<file path="src/rtl/lif_pkg.sv">
package lif_pkg;
  localparam int DEF_VW = 16;
  localparam int DEF_SW = 3;

  typedef enum logic [1:0] {
    SAT_NONE = 2'd0,
    SAT_HIGH = 2'd1,
    SAT_LOW  = 2'd2
  } sat_kind_e;
endpackage

</file>
<file path="src/rtl/lif_cfg_regs.sv">
module lif_cfg_regs #(
  parameter int VW = lif_pkg::DEF_VW,
  parameter int SW = lif_pkg::DEF_SW,
  parameter int RST_SHIFT = 1
) (
  input  logic                 clk,
  input  logic                 rst,
  input  logic                 we,
  input  logic signed [VW-1:0] weight_d,
  input  logic [SW-1:0]        shift_d,
  input  logic signed [VW-1:0] thresh_d,
  output logic signed [VW-1:0] weight_q,
  output logic [SW-1:0]        shift_q,
  output logic signed [VW-1:0] thresh_q
);
  localparam logic signed [VW-1:0] THR_RST = {1'b0, {(VW-1){1'b1}}};

  always_ff @(posedge clk) begin
    if (rst) begin
      weight_q <= '0;
      shift_q  <= SW'(RST_SHIFT);
      thresh_q <= THR_RST;
    end else if (we) begin
      weight_q <= weight_d;
      shift_q  <= shift_d;
      thresh_q <= thresh_d;
    end
  end
endmodule

</file>
<file path="src/rtl/lif_leak_integrate.sv">
module lif_leak_integrate #(
  parameter int VW = lif_pkg::DEF_VW,
  parameter int SW = lif_pkg::DEF_SW
) (
  input  logic signed [VW-1:0] v_cur,
  input  logic [SW-1:0]        shift,
  input  logic                 spike_in,
  input  logic signed [VW-1:0] weight,
  output logic signed [VW-1:0] v_sum,
  output lif_pkg::sat_kind_e   sat_kind
);
  localparam logic signed [VW-1:0] VMAX = {1'b0, {(VW-1){1'b1}}};
  localparam logic signed [VW-1:0] VMIN = {1'b1, {(VW-1){1'b0}}};

  logic signed [VW-1:0] leaked;
  logic signed [VW:0]   wide;

  always_comb begin
    leaked = v_cur - (v_cur >>> shift);
    wide   = {leaked[VW-1], leaked} +
             (spike_in ? {weight[VW-1], weight} : {(VW+1){1'b0}});
    if (wide[VW] != wide[VW-1]) begin
      sat_kind = wide[VW] ? lif_pkg::SAT_LOW : lif_pkg::SAT_HIGH;
      v_sum    = wide[VW] ? VMIN : VMAX;
    end else begin
      sat_kind = lif_pkg::SAT_NONE;
      v_sum    = wide[VW-1:0];
    end
  end
endmodule

</file>
<file path="src/rtl/lif_fire_cmp.sv">
module lif_fire_cmp #(
  parameter int VW = lif_pkg::DEF_VW
) (
  input  logic signed [VW-1:0] v_sum,
  input  logic signed [VW-1:0] thresh,
  output logic                 fire,
  output logic signed [VW-1:0] v_next
);
  always_comb begin
    fire   = (v_sum >= thresh);
    v_next = fire ? '0 : v_sum;
  end
endmodule

</file>
<file path="src/rtl/lif_neuron.sv">
module lif_neuron #(
  parameter int VW = lif_pkg::DEF_VW,
  parameter int SW = lif_pkg::DEF_SW,
  parameter int RST_SHIFT = 1
) (
  input  logic                 clk,
  input  logic                 rst,
  input  logic                 en,
  input  logic                 spike_in,
  input  logic                 cfg_we,
  input  logic signed [VW-1:0] cfg_weight,
  input  logic [SW-1:0]        cfg_shift,
  input  logic signed [VW-1:0] cfg_thresh,
  output logic                 spike_out,
  output logic signed [VW-1:0] potential_out
);
  logic signed [VW-1:0] weight_q;
  logic [SW-1:0]        shift_q;
  logic signed [VW-1:0] thresh_q;
  logic signed [VW-1:0] v_q;
  logic signed [VW-1:0] v_sum;
  logic signed [VW-1:0] v_next;
  logic                 fire;
  lif_pkg::sat_kind_e   sat_kind;
  logic                 spk_q;

  lif_cfg_regs #(.VW(VW), .SW(SW), .RST_SHIFT(RST_SHIFT)) u_cfg (
    .clk(clk), .rst(rst), .we(cfg_we),
    .weight_d(cfg_weight), .shift_d(cfg_shift), .thresh_d(cfg_thresh),
    .weight_q(weight_q), .shift_q(shift_q), .thresh_q(thresh_q)
  );

  lif_leak_integrate #(.VW(VW), .SW(SW)) u_int (
    .v_cur(v_q), .shift(shift_q), .spike_in(spike_in), .weight(weight_q),
    .v_sum(v_sum), .sat_kind(sat_kind)
  );

  lif_fire_cmp #(.VW(VW)) u_cmp (
    .v_sum(v_sum), .thresh(thresh_q), .fire(fire), .v_next(v_next)
  );

  always_ff @(posedge clk) begin
    if (rst) begin
      v_q   <= '0;
      spk_q <= 1'b0;
    end else if (en) begin
      v_q   <= v_next;
      spk_q <= fire;
    end
  end

  assign potential_out = v_q;
  assign spike_out     = spk_q;
endmodule

</file>
<file path="config.mk">
export PLATFORM = sky130hd
export DESIGN_NAME = lif_neuron
export DESIGN_NICKNAME = d
export VERILOG_FILES = /design/src/rtl/lif_pkg.sv /design/src/rtl/lif_cfg_regs.sv /design/src/rtl/lif_leak_integrate.sv /design/src/rtl/lif_fire_cmp.sv /design/src/rtl/lif_neuron.sv
export SDC_FILE = /design/constraint.sdc
export NUM_CORES = 1
export LEC_CHECK = 0
export BUFFER_PORTS_ARGS = -buffer_cell sky130_fd_sc_hd__buf_2
export CORE_MARGIN = 4
export CORE_UTILIZATION = 63
export CTS_CLUSTER_DIAMETER = 150
export DETAILED_ROUTE_END_ITERATION = 7
export GPL_TIMING_DRIVEN = 1
export PLACE_DENSITY_LB_ADDON = 0.05
export SETUP_SLACK_MARGIN = 0.1
export SKIP_CTS_REPAIR_TIMING = 1
export SLEW_MARGIN = 0
export SYNTH_ARGS = -nofsm -noshare
export SYNTH_HDL_FRONTEND = slang
export SYNTH_SLANG_ARGS = --single-unit
</file>
<file path="constraint.sdc">
create_clock -name clk -period 15.95 [get_ports clk]
set_input_delay 0.7975 -clock clk [delete_from_list [all_inputs] [get_ports clk]]
set_output_delay 0.7975 -clock clk [all_outputs]
set_load 0.02 [all_outputs]
</file>
**After elaboration in Yosys (flattened, before gate mapping)**

Cells that the tools add are included.

- Bits in registers: 52
- Bits in latches: 0
- RAM bits: 0
- ROM bits: 0
- Input bits: 40
- Output and inout bits: 17
- Logic and storage cells: 14
- Memories: 0

- Add/sub/neg operators: 2
- Multipliers: 0
- Divide/modulo/power cells: 0
- Order comparisons: 1
- Equal/unequal tests: 1
- Shift operators: 1
- Muxes and demuxes: 4
- Bitwise gates (word level): 0
- Reduce and logical (&&, ||, !) cells: 0

Operator list:

| kind | number |
|---|---|
| $mux 16 | 3 |
| $add 17x17->17 | 1 |
| $mux 17 | 1 |
| $ge 16x16->1 | 1 |
| $sshr 16x3->16 | 1 |
| $sub 16x16->16 | 1 |
| $ne 1x1->1 | 1 |

**Logic depth before layout (Yosys ltp)**

Gate-level depths: netlist of the first run.

- Word-level depth: 7
- Mapped depth: 36

**Hierarchy**

A second synthesis of the first run with hierarchy kept.

- Cell total of the unflattened synthesis: 578
- Area total of the unflattened synthesis: 5097.4 um^2

Modules (own cells, without submodules):

| module | instances | cells an instance | area an instance (um^2) | sequential area each (um^2) |
|---|---|---|---|---|
| lif_leak_integrate | 1 | 294 | 2265.9 | 0.0 |
| lif_cfg_regs | 1 | 114 | 1278.7 | 700.7 |
| lif_fire_cmp | 1 | 115 | 938.4 | 0.0 |
| lif_neuron | 1 | 55 | 614.3 | 340.3 |

**Least setup slack after synthesis of the first run**

No wires, ideal clock.

- Path type: register to register
- Start point: reg u_cfg.shift_q[1]
- End point: reg v_q[4], in the netlist potential_out[4]
- Library setup time: 0.060 ns
- Arrival: 7.178 ns
- Slack: 8.712 ns
- Cell stages (with the launch flop): 37
- Clock period less this slack: 7.238 ns
- Cells stage by stage: dfxtp_1 > clkbuf_1 > clkbuf_1 > mux2i_1 > nor2_1 > a21oi_1 > o21ai_0 > ha_1 > inv_1 > fa_1 > a21o_1 > a21oi_1 > o32a_1 > nand2_1 > a21oi_1 > xnor2_1 > ha_1 > and3_1 > and3_1 > a211oi_2 > a221oi_2 > a21o_1 > a21o_1 > xor2_1 > ha_1 > inv_1 > nor3_4 > a21oi_1 > ha_1 > nor2b_1 > o211ai_1 > a211oi_1 > or4_4 > mux2_4 > nor2b_4 > buf_6 > a22o_1

- Longest elaborated chain between the ends: 7
- Elaborated cells between the ends (all ways): 8

Ends and longest elaborated chain:

| what | RTL line | text |
|---|---|---|
| from (decl) | lif_cfg_regs.sv:13 | `output logic [SW-1:0] shift_q,` |
| from (signal assigned) | lif_cfg_regs.sv:21 | `shift_q <= SW'(RST_SHIFT);` |
| from (signal assigned) | lif_cfg_regs.sv:25 | `shift_q <= shift_d;` |
| $sshr 16x3->16 * | lif_leak_integrate.sv:19 | `leaked = v_cur - (v_cur >>> shift);` |
| $sub 16x16->16 * | lif_leak_integrate.sv:19 |  |
| $add 17x17->17 * | lif_leak_integrate.sv:20 | `wide = {leaked[VW-1], leaked} +` |
| $mux 16 or $ne 1x1->1 (tied branches) | lif_leak_integrate.sv:24, lif_leak_integrate.sv:22 |  |
| $mux 16 * | lif_leak_integrate.sv:22 | `if (wide[VW] != wide[VW-1]) begin` |
| $ge 16x16->1 | lif_fire_cmp.sv:10 | `fire = (v_sum >= thresh);` |
| $mux 16 * | lif_fire_cmp.sv:11 | `v_next = fire ? '0 : v_sum;` |
| to (signal assigned) | lif_neuron.sv:47 | `v_q <= v_next;` |
| to (decl) | lif_neuron.sv:20 | `logic signed [VW-1:0] v_q;` |

Every way passes the cells marked *; elsewhere a longest branch is shown, timed or not.
A chain may end at the register's enable or synchronous reset.

**Worst setup path in the final report of the first run**

- Start point: reg u_cfg.shift_q[1]
- End point: reg v_q[5], in the netlist potential_out[5]

The elaborated chain is that of the path after synthesis.

==> metrics.txt, run 1 <==
# TYPE chip_impl_metric gauge
chip_impl_metric{name="routed-via-count",unit=""} 3858
chip_impl_metric{name="fin_clk_skew",unit="ns"} 0.00815
chip_impl_metric{name="ys_ff_latch",unit=""} 52
chip_impl_metric{name="crit_path_max_incr_delay",unit="ns"} 0.89
chip_impl_metric{name="cp.buffers_inverters",unit=""} 2
chip_impl_metric{name="post_synth_xor_area_fraction",unit=""} 0.0532
chip_impl_info{name="critical-path-top-delay-family",value="compound AO/OA/AOI/OAI gates"} 1
chip_impl_metric{name="total_leakage_power",unit="nW"} 2.32
chip_impl_metric{name="dr.first_iter.drc_count",unit=""} 193
chip_impl_metric{name="place_hpwl",unit="mm"} 8.69
chip_impl_metric{name="cts.path.max_buffers",unit=""} 2
chip_impl_metric{name="routed_metal_1_wirelength",unit="mm"} 5.02
chip_impl_metric{name="dp_worst_setup_slack",unit="ns"} 7.95
chip_impl_metric{name="synth-simple-area-share",unit=""} 0.161
chip_impl_metric{name="synth-edff-count",unit=""} 0
chip_impl_info{name="commonest_non_fill_non_tap_cell_in_the_layout",value="buf_2"} 1
chip_impl_metric{name="maximum_number_of_pins_on_one_net_before_global_route_repair",unit=""} 51
chip_impl_metric{name="route.detailed.drc",unit=""} 0
chip_impl_metric{name="insertedDiodeCount",unit=""} 0
chip_impl_metric{name="wire_length_of_the_first_global_routing_pass",unit="mm"} 17.9
chip_impl_info{name="endpoint_kind",value="flip-flop"} 1
chip_impl_metric{name="synth.net_count",unit=""} 603
chip_impl_info{name="hp-class",value="flip-flop to flip-flop"} 1
chip_impl_metric{name="worstMarginPinSlew",unit="ns"} 1.04
chip_impl_metric{name="pin_count",unit=""} 57
chip_impl_metric{name="final_net_count",unit=""} 647
chip_impl_metric{name="final_cell_area",unit="mm²"} 0.00467
chip_impl_info{name="layout.cells.most_common_list",value="56 x buf_2, 52 x dfxtp_1, 50 x ha_1, 47 x nor2_1, 43 x mux2i_1"} 1
chip_impl_info{name="clock_tree_from_tritoncts",value="yes"} 1
chip_impl_info{name="rsz0062_at_grt",value="no"} 1
chip_impl_metric{name="maxCapViolCount",unit=""} 0
chip_impl_metric{name="cellPowerDensity",unit="mW/mm²"} 216
chip_impl_metric{name="final_max_slew_viol_count",unit=""} 0
chip_impl_metric{name="finalSetupViolCount",unit=""} 0
chip_impl_metric{name="placement.io_buffers",unit=""} 56
chip_impl_metric{name="finalPower",unit="mW"} 1.01
chip_impl_metric{name="placedInstanceArea",unit="mm²"} 0.00457
chip_impl_info{name="cts.root.buffer_cell",value="clkbuf_8"} 1
chip_impl_metric{name="drt-total-wl",unit="mm"} 10.8
chip_impl_info{name="status",value="complete, no violations"} 1
chip_impl_info{name="top_layer_used",value="met4"} 1
chip_impl_metric{name="yosys.cell_types.count",unit=""} 59
chip_impl_metric{name="routed_via_density",unit=""} 6.09
chip_impl_metric{name="critPathRequiredTime",unit="ns"} 16.21
chip_impl_metric{name="timing.max_slew.rel_slack",unit=""} 0.310
chip_impl_metric{name="met2RoutedLength",unit="mm"} 4.77
chip_impl_metric{name="clkTransAtPathRegs",unit="ns"} 0.11
chip_impl_info{name="cell_accounting_for_the_most_synthesized_area",value="dfxtp_1"} 1
chip_impl_metric{name="floorplan.die_area",unit="mm²"} 0.00818
chip_impl_metric{name="critical_path_arrival",unit="ns"} 8.47
chip_impl_metric{name="grt_overflow_total",unit=""} 0
chip_impl_metric{name="syn-instance-count",unit=""} 511
chip_impl_metric{name="max_freq",unit="MHz"} 122
chip_impl_info{name="setup.worst_path.start_class",value="flip-flop"} 1
chip_impl_metric{name="hold_ws",unit="ns"} 0.493
chip_impl_metric{name="core_area",unit="mm²"} 0.00646
chip_impl_info{name="critical-path-slowest-cell",value="dfxtp_1"} 1
chip_impl_info{name="synth_top_flop_cell",value="dfxtp_1"} 1
chip_impl_metric{name="cts.sinks",unit=""} 52
chip_impl_metric{name="drt.antenna.violating_nets",unit=""} 0
chip_impl_metric{name="post-route-worst-setup-slack",unit="ns"} 7.74
chip_impl_metric{name="synth-seq-area-share",unit=""} 0.243
chip_impl_metric{name="final-hold-violation-count",unit=""} 0
chip_impl_metric{name="antenna_found_initial",unit=""} 0
chip_impl_metric{name="yosys_warnings",unit=""} 0
chip_impl_metric{name="routed_wire_length_per_instance",unit="µm"} 17.1
chip_impl_metric{name="insertion_delay",unit="ns"} 0.31
chip_impl_metric{name="dpl.cell_count",unit=""} 625
chip_impl_metric{name="layoutNonFillerInstCount",unit=""} 633
chip_impl_metric{name="synth-compound-area-share",unit=""} 0.221
chip_impl_metric{name="cts-buffers-inserted",unit=""} 5
chip_impl_metric{name="synth_fa_ha_area_frac",unit=""} 0.156
chip_impl_metric{name="ir_drop",unit="mV"} 0.122
chip_impl_info{name="combinational_family_with_the_most_area_after_synthesis",value="compound AO/OA/AOI/OAI gates"} 1
chip_impl_metric{name="final_layout_size_suffix_gt1_frac",unit=""} 0.153
chip_impl_metric{name="setup-tns-final",unit="ns"} 0
chip_impl_metric{name="synthesis.area_per_instance",unit="µm²"} 8.38
chip_impl_metric{name="utilization",unit=""} 0.722
chip_impl_metric{name="htree_levels",unit=""} 2
chip_impl_metric{name="die_height",unit="µm"} 90.4
chip_impl_metric{name="routed_met3_length",unit="µm"} 792
chip_impl_metric{name="rows",unit=""} 29
chip_impl_metric{name="ys_async_sr_fraction",unit=""} 0
chip_impl_metric{name="finalWorstPathRequiredPeriod",unit="ns"} 8.21
chip_impl_metric{name="router_iterations_before_antenna_repair",unit=""} 7
chip_impl_metric{name="area_growth",unit="%"} 9.00
chip_impl_info{name="yosys-top-cells-area",value="dfxtp_1 24%, ha_1 15%, mux2i_1 10%, nor2_1 4.1%, a21oi_1 3.5%"} 1
chip_impl_metric{name="critical_path_peak_fanout",unit=""} 20
chip_impl_info{name="worstSetupPathType",value="flip-flop to flip-flop"} 1
chip_impl_metric{name="gr-usage-all-layers",unit=""} 0.264
chip_impl_metric{name="die_width",unit="µm"} 90.4
chip_impl_metric{name="initial_utilization",unit=""} 0.663
chip_impl_metric{name="first_global_vias",unit=""} 3669
chip_impl_metric{name="syn-cell-area",unit="mm²"} 0.00428
chip_impl_metric{name="place.gp.congestion",unit=""} 0.990
chip_impl_info{name="critical_path.most_common_cell",value="ha_1"} 1
chip_impl_metric{name="yosysTopAreaCellShare",unit=""} 0.243
chip_impl_metric{name="min_period_over_period",unit=""} 0.515
chip_impl_metric{name="yosys-mux-area-fraction",unit=""} 0.117
-- cell usage after synthesis (all sizes together), types with 14 or more instances --
cell,number
a21o,16
a21oi,31
and2,16
clkbuf,14
dfxtp,52
ha,50
inv,33
mux2i,43
nand2,39
nor2,47
o211ai,20
o21ai,31
-- final timing paths --
check                                               startpoint                             end  slack, ns  depth (start not counted)
worst max-delay path             u_cfg.shift_q[1]$_SDFFE_PP0P_   potential_out[5]$_SDFFE_PP0P_       7.74                         33
worst min-delay path            u_cfg.weight_q[3]$_SDFFE_PP0P_  u_cfg.weight_q[3]$_SDFFE_PP0P_       0.49                          2
worst max register to register   u_cfg.shift_q[1]$_SDFFE_PP0P_   potential_out[5]$_SDFFE_PP0P_       7.74                         33
worst min register to register  u_cfg.weight_q[3]$_SDFFE_PP0P_  u_cfg.weight_q[3]$_SDFFE_PP0P_       0.49                          2
-- worst reg2reg max path: cells and delay by family (launching register included) --
family	cells	cell delay (ns)
compound gates	13	2.38
simple gates	8	1.77
fa+ha+maj	5	1.75
flops	1	0.89
mux	3	0.79
xor+xnor	2	0.31
buf+inv	2	0.25
-- final cells by class --
| class | instances | area [µm²] |
|---|---|---|
| clock inverters | 3 | 26.3 |
| repair buffers | 56 | 280 |
| flip-flops and latches | 52 | 1040 |
| multi-input cells | 407 | 3030 |
| clock buffers | 5 | 68.8 |
| fillers | 533 | 1790 |
| well taps | 77 | 96.3 |
| inverters | 33 | 124 |
-- sequential cells by signal (all words and copies together) (netlist names) --
| name | count |
|---|---|
| u_cfg.shift_q | 3 |
| spike_out | 1 |
| u_cfg.thresh_q | 16 |
| potential_out | 16 |
| u_cfg.weight_q | 16 |
-- metal layers --
metal,GRT usage,vias to the layer above
li1,-,1921
met1,0.358,1783
met2,0.419,132
met3,0.0558,22
met4,0.0804,0
met5,0,-
-- power breakdown --
part           leakage [nW]  switching, mW  total, mW  internal [mW]
clock                0.0423         0.0499     0.0820         0.0321
combinational          1.85          0.463      0.764          0.301
sequential            0.429         0.0157      0.160          0.144
-- cells by family after synthesis --
kind of cell | Yosys count
flops | 52
compound gates | 140
simple gates | 140
mux | 49
buf+inv | 52
xor+xnor | 26
fa+ha+maj | 52
Power figures use the tool's default switching activity.
==> inputs of run 2 (changes only) <==
--- a/config.mk
+++ b/config.mk
@@ -7,7 +7,7 @@
 export LEC_CHECK = 0
 export BUFFER_PORTS_ARGS = -buffer_cell sky130_fd_sc_hd__buf_2
 export CORE_MARGIN = 4
-export CORE_UTILIZATION = 63
+export CORE_UTILIZATION = 53
 export CTS_CLUSTER_DIAMETER = 150
 export DETAILED_ROUTE_END_ITERATION = 7
 export GPL_TIMING_DRIVEN = 1
==> constraint.sdc (replaced) <==
create_clock -name clk -period 7.1 [get_ports clk]
set_input_delay 0.355 -clock clk [delete_from_list [all_inputs] [get_ports clk]]
set_output_delay 0.355 -clock clk [all_outputs]
set_load 0.02 [all_outputs]
==> run 2 against run 1 <==
Clock skew rose by 0.0070 ns; worst hold slack worse by 0.25 ns; design area rose by 14%; critical endpoint is now potential_out[2]$_SDFFE_PP0P_; highest routed layer unchanged.
==> metrics.txt, run 2 (same netlist as run 1, synthesis figures left out) <==
# TYPE chip_impl_metric gauge
chip_impl_metric{name="final-hold-violation-count",unit=""} 0
chip_impl_metric{name="cts.path.max_buffers",unit=""} 2
chip_impl_metric{name="core_area",unit="mm²"} 0.00781
chip_impl_metric{name="antenna_found_initial",unit=""} 0
chip_impl_metric{name="ir_drop",unit="mV"} 0.293
chip_impl_metric{name="area_growth",unit="%"} 23.7
chip_impl_metric{name="route.detailed.drc",unit=""} 0
chip_impl_info{name="layout.cells.most_common_list",value="56 x buf_2, 50 x dfxtp_1, 46 x nor2_1, 46 x ha_1, 46 x buf_4"} 1
chip_impl_metric{name="finalWorstPathRequiredPeriod",unit="ns"} 6.85
chip_impl_metric{name="first_global_vias",unit=""} 3782
chip_impl_metric{name="routed_metal_1_wirelength",unit="mm"} 5.53
chip_impl_metric{name="r2r_cells",unit=""} 34
chip_impl_info{name="status",value="complete, no violations"} 1
chip_impl_metric{name="fin_clk_skew",unit="ns"} 0.0151
chip_impl_metric{name="wire_length_of_the_first_global_routing_pass",unit="mm"} 18.4
chip_impl_metric{name="critical_path_arrival",unit="ns"} 7.11
chip_impl_info{name="critical-path-top-delay-family",value="simple AND/OR/NAND/NOR gates"} 1
chip_impl_metric{name="utilization",unit=""} 0.678
chip_impl_metric{name="routed_met3_length",unit="µm"} 750
chip_impl_metric{name="routed-via-count",unit=""} 4036
chip_impl_metric{name="clkTransAtPathRegs",unit="ns"} 0.12
chip_impl_metric{name="cp.buffers_inverters",unit=""} 3
chip_impl_metric{name="met2RoutedLength",unit="mm"} 5.23
chip_impl_metric{name="floorplan.die_area",unit="mm²"} 0.00958
chip_impl_metric{name="final_cell_area",unit="mm²"} 0.00530
chip_impl_metric{name="switching_power",unit="mW"} 1.34
chip_impl_metric{name="crit_path_max_incr_delay",unit="ns"} 0.55
chip_impl_metric{name="sw_frac_of_total",unit=""} 0.481
chip_impl_metric{name="cts.sinks",unit=""} 52
chip_impl_metric{name="rows",unit=""} 32
chip_impl_metric{name="insertedDiodeCount",unit=""} 0
chip_impl_metric{name="gr-usage-all-layers",unit=""} 0.234
chip_impl_metric{name="final_max_slew_viol_count",unit=""} 0
chip_impl_metric{name="die_height",unit="µm"} 97.9
chip_impl_metric{name="share_comb_of_total_power",unit=""} 0.808
chip_impl_metric{name="pin_count",unit=""} 57
chip_impl_metric{name="routed_wire_length_per_instance",unit="µm"} 16.6
chip_impl_metric{name="finalSetupViolCount",unit=""} 0
chip_impl_metric{name="p_int",unit="mW"} 1.45
chip_impl_info{name="commonest_non_fill_non_tap_cell_in_the_layout",value="buf_2"} 1
chip_impl_metric{name="placement.io_buffers",unit=""} 56
chip_impl_metric{name="min_period_over_period",unit=""} 0.964
chip_impl_info{name="endpoint_kind",value="flip-flop"} 1
chip_impl_metric{name="place_hpwl",unit="mm"} 9.03
chip_impl_metric{name="initial_utilization",unit=""} 0.548
chip_impl_info{name="critical-path-slowest-cell",value="or4_4"} 1
chip_impl_metric{name="critPathRequiredTime",unit="ns"} 7.36
chip_impl_info{name="worstSetupPathType",value="flip-flop to flip-flop"} 1
chip_impl_metric{name="timing.critical_path.depth",unit=""} 34
chip_impl_metric{name="setup-tns-final",unit="ns"} 0
chip_impl_metric{name="place.gp.congestion",unit=""} 0.915
chip_impl_metric{name="hold_depth",unit=""} 3
chip_impl_info{name="rsz0062_at_grt",value="yes"} 1
chip_impl_metric{name="maxCapViolCount",unit=""} 0
chip_impl_metric{name="timing.max_slew.rel_slack",unit=""} 0.276
chip_impl_metric{name="routed_via_density",unit=""} 5.69
chip_impl_metric{name="final_layout_size_suffix_gt1_frac",unit=""} 0.282
chip_impl_metric{name="grt_overflow_total",unit=""} 0
chip_impl_metric{name="maximum_number_of_pins_on_one_net_before_global_route_repair",unit=""} 51
chip_impl_metric{name="cellPowerDensity",unit="mW/mm²"} 528
chip_impl_metric{name="total_leakage_power",unit="nW"} 2.60
chip_impl_metric{name="seq_power_share",unit=""} 0.124
chip_impl_metric{name="dr.first_iter.drc_count",unit=""} 135
chip_impl_metric{name="cts-buffers-inserted",unit=""} 5
chip_impl_info{name="top_layer_used",value="met4"} 1
chip_impl_metric{name="die_width",unit="µm"} 97.9
chip_impl_info{name="setup.worst_path.start_class",value="flip-flop"} 1
chip_impl_metric{name="final_net_count",unit=""} 698
chip_impl_metric{name="insertion_delay",unit="ns"} 0.32
chip_impl_metric{name="p_clk_frac",unit=""} 0.068
chip_impl_metric{name="max_freq",unit="MHz"} 146
chip_impl_info{name="hp-class",value="primary input to flip-flop"} 1
chip_impl_metric{name="router_iterations_before_antenna_repair",unit=""} 5
chip_impl_metric{name="drt.antenna.violating_nets",unit=""} 0
chip_impl_metric{name="drt-total-wl",unit="mm"} 11.8
chip_impl_metric{name="worstMarginPinSlew",unit="ns"} 1.09
chip_impl_metric{name="placedInstanceArea",unit="mm²"} 0.00481
chip_impl_info{name="clock_tree_from_tritoncts",value="yes"} 1
chip_impl_info{name="cts.root.buffer_cell",value="clkbuf_8"} 1
chip_impl_metric{name="critical_path_peak_fanout",unit=""} 7
chip_impl_metric{name="htree_levels",unit=""} 2
-- run 2: changes by cell type in the layout (fill, tap and decap cells not counted), moves of 3 or more --
cell,previous run,this run
and3_4,0,3
inv_1,30,27
a21oi_1,30,24
ha_2,0,3
a21oi_2,1,7
o21ai_1,2,9
inv_2,3,6
mux2i_1,43,38
o21ai_0,28,18
mux2i_2,0,4
and3_1,5,2
buf_4,0,46
ha_1,50,46
-- run 2: power by group through the flow --
stage	Combinational (mW)	Clock, mW	Sequential, mW
after floorplan	1.26	0	0.366
after global placement	1.84	0	0.352
after detailed placement	1.87	0	0.352
after CTS	1.88	0.192	0.345
after global routing	2.46	0.203	0.351
final	2.26	0.189	0.348
-- run 2: worst paths after layout --
check	start	to	slack, ns
setup reg to reg	u_cfg.shift_q[1]$_SDFFE_PP0P_	potential_out[2]$_SDFFE_PP0P_	0.25
hold / removal	cfg_thresh[9]	u_cfg.thresh_q[9]$_SDFFE_PP1P_	0.24
setup / recovery	u_cfg.shift_q[1]$_SDFFE_PP0P_	potential_out[2]$_SDFFE_PP0P_	0.25
hold reg to reg	u_cfg.thresh_q[6]$_SDFFE_PP1P_	u_cfg.thresh_q[6]$_SDFFE_PP1P_	0.50
-- run 2: routing by layer --
layer / vias to the layer above / GRT usage
li1: 2023 / -
met1: 1873 / 0.329
met2: 118 / 0.368
met3: 22 / 0.0393
met4: 0 / 0.0682
met5: - / 0
-- run 2: worst register-to-register path, delay by kind of cell (launching register included) --
| family | cells | cell delay (ns) |
|---|---|---|
| simple gates | 9 | 1.75 |
| compound gates | 12 | 1.70 |
| flops | 1 | 0.41 |
| mux | 3 | 0.76 |
| buf+inv | 3 | 0.30 |
| xor+xnor | 2 | 0.30 |
| fa+ha+maj | 5 | 1.57 |
-- run 2: metrics by stage --
step | total power [mW] | instances | hold slack [ns] | setup WS (ns)
finish | 2.79 | 709 | 0.238 | 0.254
global route | 3.02 | 709 | 0.235 | -0.0853
CTS | 2.41 | 686 | 0.240 | -0.361
global placement | 2.19 | 678 | 0.466 | -0.162
floorplan | 1.62 | 511 | 0.449 | 0.151
detailed placement | 2.22 | 678 | 0.477 | -0.279
-- run 2: area by class of cell --
class,count,area (µm²)
well taps,102,128
multi-input cells,408,3220
clock buffers,5,68.8
fillers,688,2510
flip-flops and latches,52,1050
clock inverters,3,26.3
repair buffers,106,688
inverters,33,124
==> inputs of run 3 (changes only) <==
--- a/config.mk
+++ b/config.mk
@@ -12,7 +12,7 @@
 export DETAILED_ROUTE_END_ITERATION = 7
 export GPL_TIMING_DRIVEN = 1
 export PLACE_DENSITY_LB_ADDON = 0.05
-export SETUP_SLACK_MARGIN = 0.1
+export SETUP_SLACK_MARGIN = 0.5
 export SKIP_CTS_REPAIR_TIMING = 1
 export SLEW_MARGIN = 0
 export SYNTH_ARGS = -nofsm -noshare
==> run 3 against run 2 <==
Clock-buffer cell count did not move; global-route usage fell by 0.57 points; sequential share of layout area barely moved; via count fell by 0.30%; highest routed layer unchanged; first-iteration DRC count rose by 56%; setup slack got worse by 0.058 ns; design area barely moved; combinational power rose by 2%; non-clock buffer count fell by 9; largest cell class unchanged; critical endpoint is now potential_out[1]$_SDFFE_PP0P_.
==> metrics.txt, run 3 (same netlist as run 1, synthesis figures left out) <==
# TYPE chip_impl_metric gauge
chip_impl_metric{name="routed_wire_length_per_instance",unit="µm"} 16.7
chip_impl_info{name="worstReg2RegStart",value="u_cfg.shift_q[1]$_SDFFE_PP0P_"} 1
chip_impl_metric{name="wire_length_of_the_first_global_routing_pass",unit="mm"} 18.0
chip_impl_metric{name="insertion_delay",unit="ns"} 0.31
chip_impl_metric{name="die_width",unit="µm"} 97.9
chip_impl_info{name="status",value="complete, no violations"} 1
chip_impl_metric{name="final_max_slew_viol_count",unit=""} 0
chip_impl_metric{name="cts.sinks",unit=""} 52
chip_impl_metric{name="max_freq",unit="MHz"} 145
chip_impl_info{name="hp-class",value="primary input to flip-flop"} 1
chip_impl_metric{name="final-hold-violation-count",unit=""} 0
chip_impl_metric{name="finalWorstPathRequiredPeriod",unit="ns"} 6.90
chip_impl_info{name="hp-start",value="cfg_thresh[0]"} 1
chip_impl_metric{name="maxCapViolCount",unit=""} 0
chip_impl_metric{name="hold_ws",unit="ns"} 0.248
chip_impl_metric{name="cts.path.max_buffers",unit=""} 2
chip_impl_info{name="cts.root.buffer_cell",value="clkbuf_8"} 1
chip_impl_metric{name="die_height",unit="µm"} 97.9
chip_impl_metric{name="pin_count",unit=""} 57
chip_impl_metric{name="layoutNonFillerInstCount",unit=""} 701
chip_impl_metric{name="finalSetupViolCount",unit=""} 0
chip_impl_metric{name="drt-total-wl",unit="mm"} 11.7
chip_impl_metric{name="crit_path_max_incr_delay",unit="ns"} 0.56
chip_impl_metric{name="timing.max_slew.rel_slack",unit=""} 0.307
chip_impl_metric{name="place.gp.congestion",unit=""} 0.912
chip_impl_metric{name="placement.io_buffers",unit=""} 56
chip_impl_metric{name="area_growth",unit="%"} 23.7
chip_impl_info{name="clock_tree_from_tritoncts",value="yes"} 1
chip_impl_metric{name="critPathRequiredTime",unit="ns"} 7.35
chip_impl_info{name="grt-busiest-layer",value="met2"} 1
chip_impl_info{name="worstSetupPathType",value="flip-flop to flip-flop"} 1
chip_impl_metric{name="first_global_vias",unit=""} 3733
chip_impl_metric{name="n_fill_cell",unit=""} 659
chip_impl_metric{name="finalPower",unit="mW"} 2.85
chip_impl_info{name="commonest_non_fill_non_tap_cell_in_the_layout",value="buf_2"} 1
chip_impl_metric{name="total_leakage_power",unit="nW"} 2.57
chip_impl_metric{name="setup-tns-final",unit="ns"} 0
chip_impl_metric{name="dpl.cell_count",unit=""} 670
chip_impl_metric{name="fin_clk_skew",unit="ns"} 0.00925
chip_impl_info{name="rsz0062_at_grt",value="yes"} 1
chip_impl_metric{name="dr.first_iter.drc_count",unit=""} 210
chip_impl_metric{name="initial_utilization",unit=""} 0.548
chip_impl_info{name="endpoint_kind",value="flip-flop"} 1
chip_impl_metric{name="drt.antenna.violating_nets",unit=""} 0
chip_impl_metric{name="grt_util_met3",unit=""} 0.0386
chip_impl_info{name="critical_path.startpoint",value="u_cfg.shift_q[1]$_SDFFE_PP0P_"} 1
chip_impl_metric{name="final_layout_size_suffix_gt1_frac",unit=""} 0.282
chip_impl_metric{name="gr-usage-all-layers",unit=""} 0.228
chip_impl_metric{name="routed_via_density",unit=""} 5.74
chip_impl_metric{name="insertedDiodeCount",unit=""} 0
chip_impl_metric{name="cellPowerDensity",unit="mW/mm²"} 538
chip_impl_metric{name="clkTransAtPathRegs",unit="ns"} 0.11
chip_impl_metric{name="floorplan.die_area",unit="mm²"} 0.00958
chip_impl_info{name="critical-path-slowest-cell",value="or4_4"} 1
chip_impl_metric{name="antenna_found_initial",unit=""} 0
chip_impl_metric{name="utilization",unit=""} 0.678
chip_impl_metric{name="min_period_over_period",unit=""} 0.972
chip_impl_metric{name="router_iterations_before_antenna_repair",unit=""} 5
chip_impl_metric{name="critical_path_peak_fanout",unit=""} 11
chip_impl_metric{name="cts-buffers-inserted",unit=""} 5
chip_impl_metric{name="core_area",unit="mm²"} 0.00781
chip_impl_metric{name="routed-via-count",unit=""} 4024
chip_impl_metric{name="route.detailed.drc",unit=""} 0
chip_impl_metric{name="maximum_number_of_pins_on_one_net_before_global_route_repair",unit=""} 51
chip_impl_metric{name="worstMarginPinSlew",unit="ns"} 1.04
chip_impl_metric{name="place_hpwl",unit="mm"} 9.01
chip_impl_metric{name="met2_usage",unit=""} 0.379
chip_impl_metric{name="grt_overflow_total",unit=""} 0
chip_impl_metric{name="ir_drop",unit="mV"} 0.384
chip_impl_metric{name="htree_levels",unit=""} 2
chip_impl_metric{name="critical_path_arrival",unit="ns"} 7.15
chip_impl_metric{name="final_net_count",unit=""} 690
chip_impl_info{name="layout.cells.most_common_list",value="56 x buf_2, 49 x dfxtp_1, 46 x ha_1, 43 x nor2_1"} 1
chip_impl_info{name="critical_path.most_common_cell",value="a21o_1"} 1
chip_impl_metric{name="rows",unit=""} 32
chip_impl_metric{name="grt_use_met1",unit=""} 0.313
chip_impl_info{name="setup.worst_path.start_class",value="flip-flop"} 1
[run 3: changes by cell type in the layout (fill, tap and decap cells not counted), moves of 2 or more]
cell	change
buf_4	-8
nor2_1	-3
o21ai_4	+3
mux2i_2	-2
nor2_2	+2
o21ai_0	-4
inv_2	-2
o21ai_2	+2
[run 3: power by group]
| part | switching [mW] | internal, mW |
|---|---|---|
| combinational | 1.28 | 1.03 |
| sequential | 0.0273 | 0.324 |
| clock | 0.112 | 0.0727 |
[run 3: routing by layer]
| layer | vias to the layer above | routed length (µm) |
|---|---|---|
| met5 | - | 0 |
| met4 | 0 | 91 |
| met3 | 10 | 706 |
| met2 | 113 | 5440 |
| met1 | 1886 | 5470 |
| li1 | 2015 | - |
[run 3: final cells by class]
cell class,instances,area [µm²],area share
multi-input cells,409,3290,0.621
flip-flops and latches,52,1050,0.198
repair buffers,97,608,0.115
well taps,102,128,0.0241
inverters,33,126,0.0239
clock buffers,5,68.8,0.0130
clock inverters,3,27.5,0.00520
[run 3: path summary, 6_finish.rpt]
| path | end | slack [ns] | cells after the start |
|---|---|---|---|
| worst min register to register | u_cfg.weight_q[0]$_SDFFE_PP0P_ | 0.49 | 2 |
| worst max-delay path | potential_out[1]$_SDFFE_PP0P_ | 0.20 | 33 |
| worst max register to register | potential_out[1]$_SDFFE_PP0P_ | 0.20 | 33 |
| worst min-delay path | u_cfg.thresh_q[0]$_SDFFE_PP1P_ | 0.25 | 3 |
[run 3: critical path, delay by kind of cell, from the launching register on]
family,cells,cell delay [ns]
AO/OA/AOI/OAI,12,1.90
multiplexers,3,0.79
flip-flops,1,0.40
buffers and inverters,3,0.41
AND/OR/NAND/NOR,8,1.52
adder cells (fa/ha/maj),5,1.50
XOR/XNOR,2,0.30
[run 3: per-stage QoR]
| stage | area, µm² | setup slack (ns) |
|---|---|---|
| floorplan | 4310 | 0.512 |
| global placement | 4760 | -0.0690 |
| detailed placement | 4760 | -0.239 |
| CTS | 4850 | -0.278 |
| global route | 5290 | -0.132 |
| finish | 5290 | 0.196 |
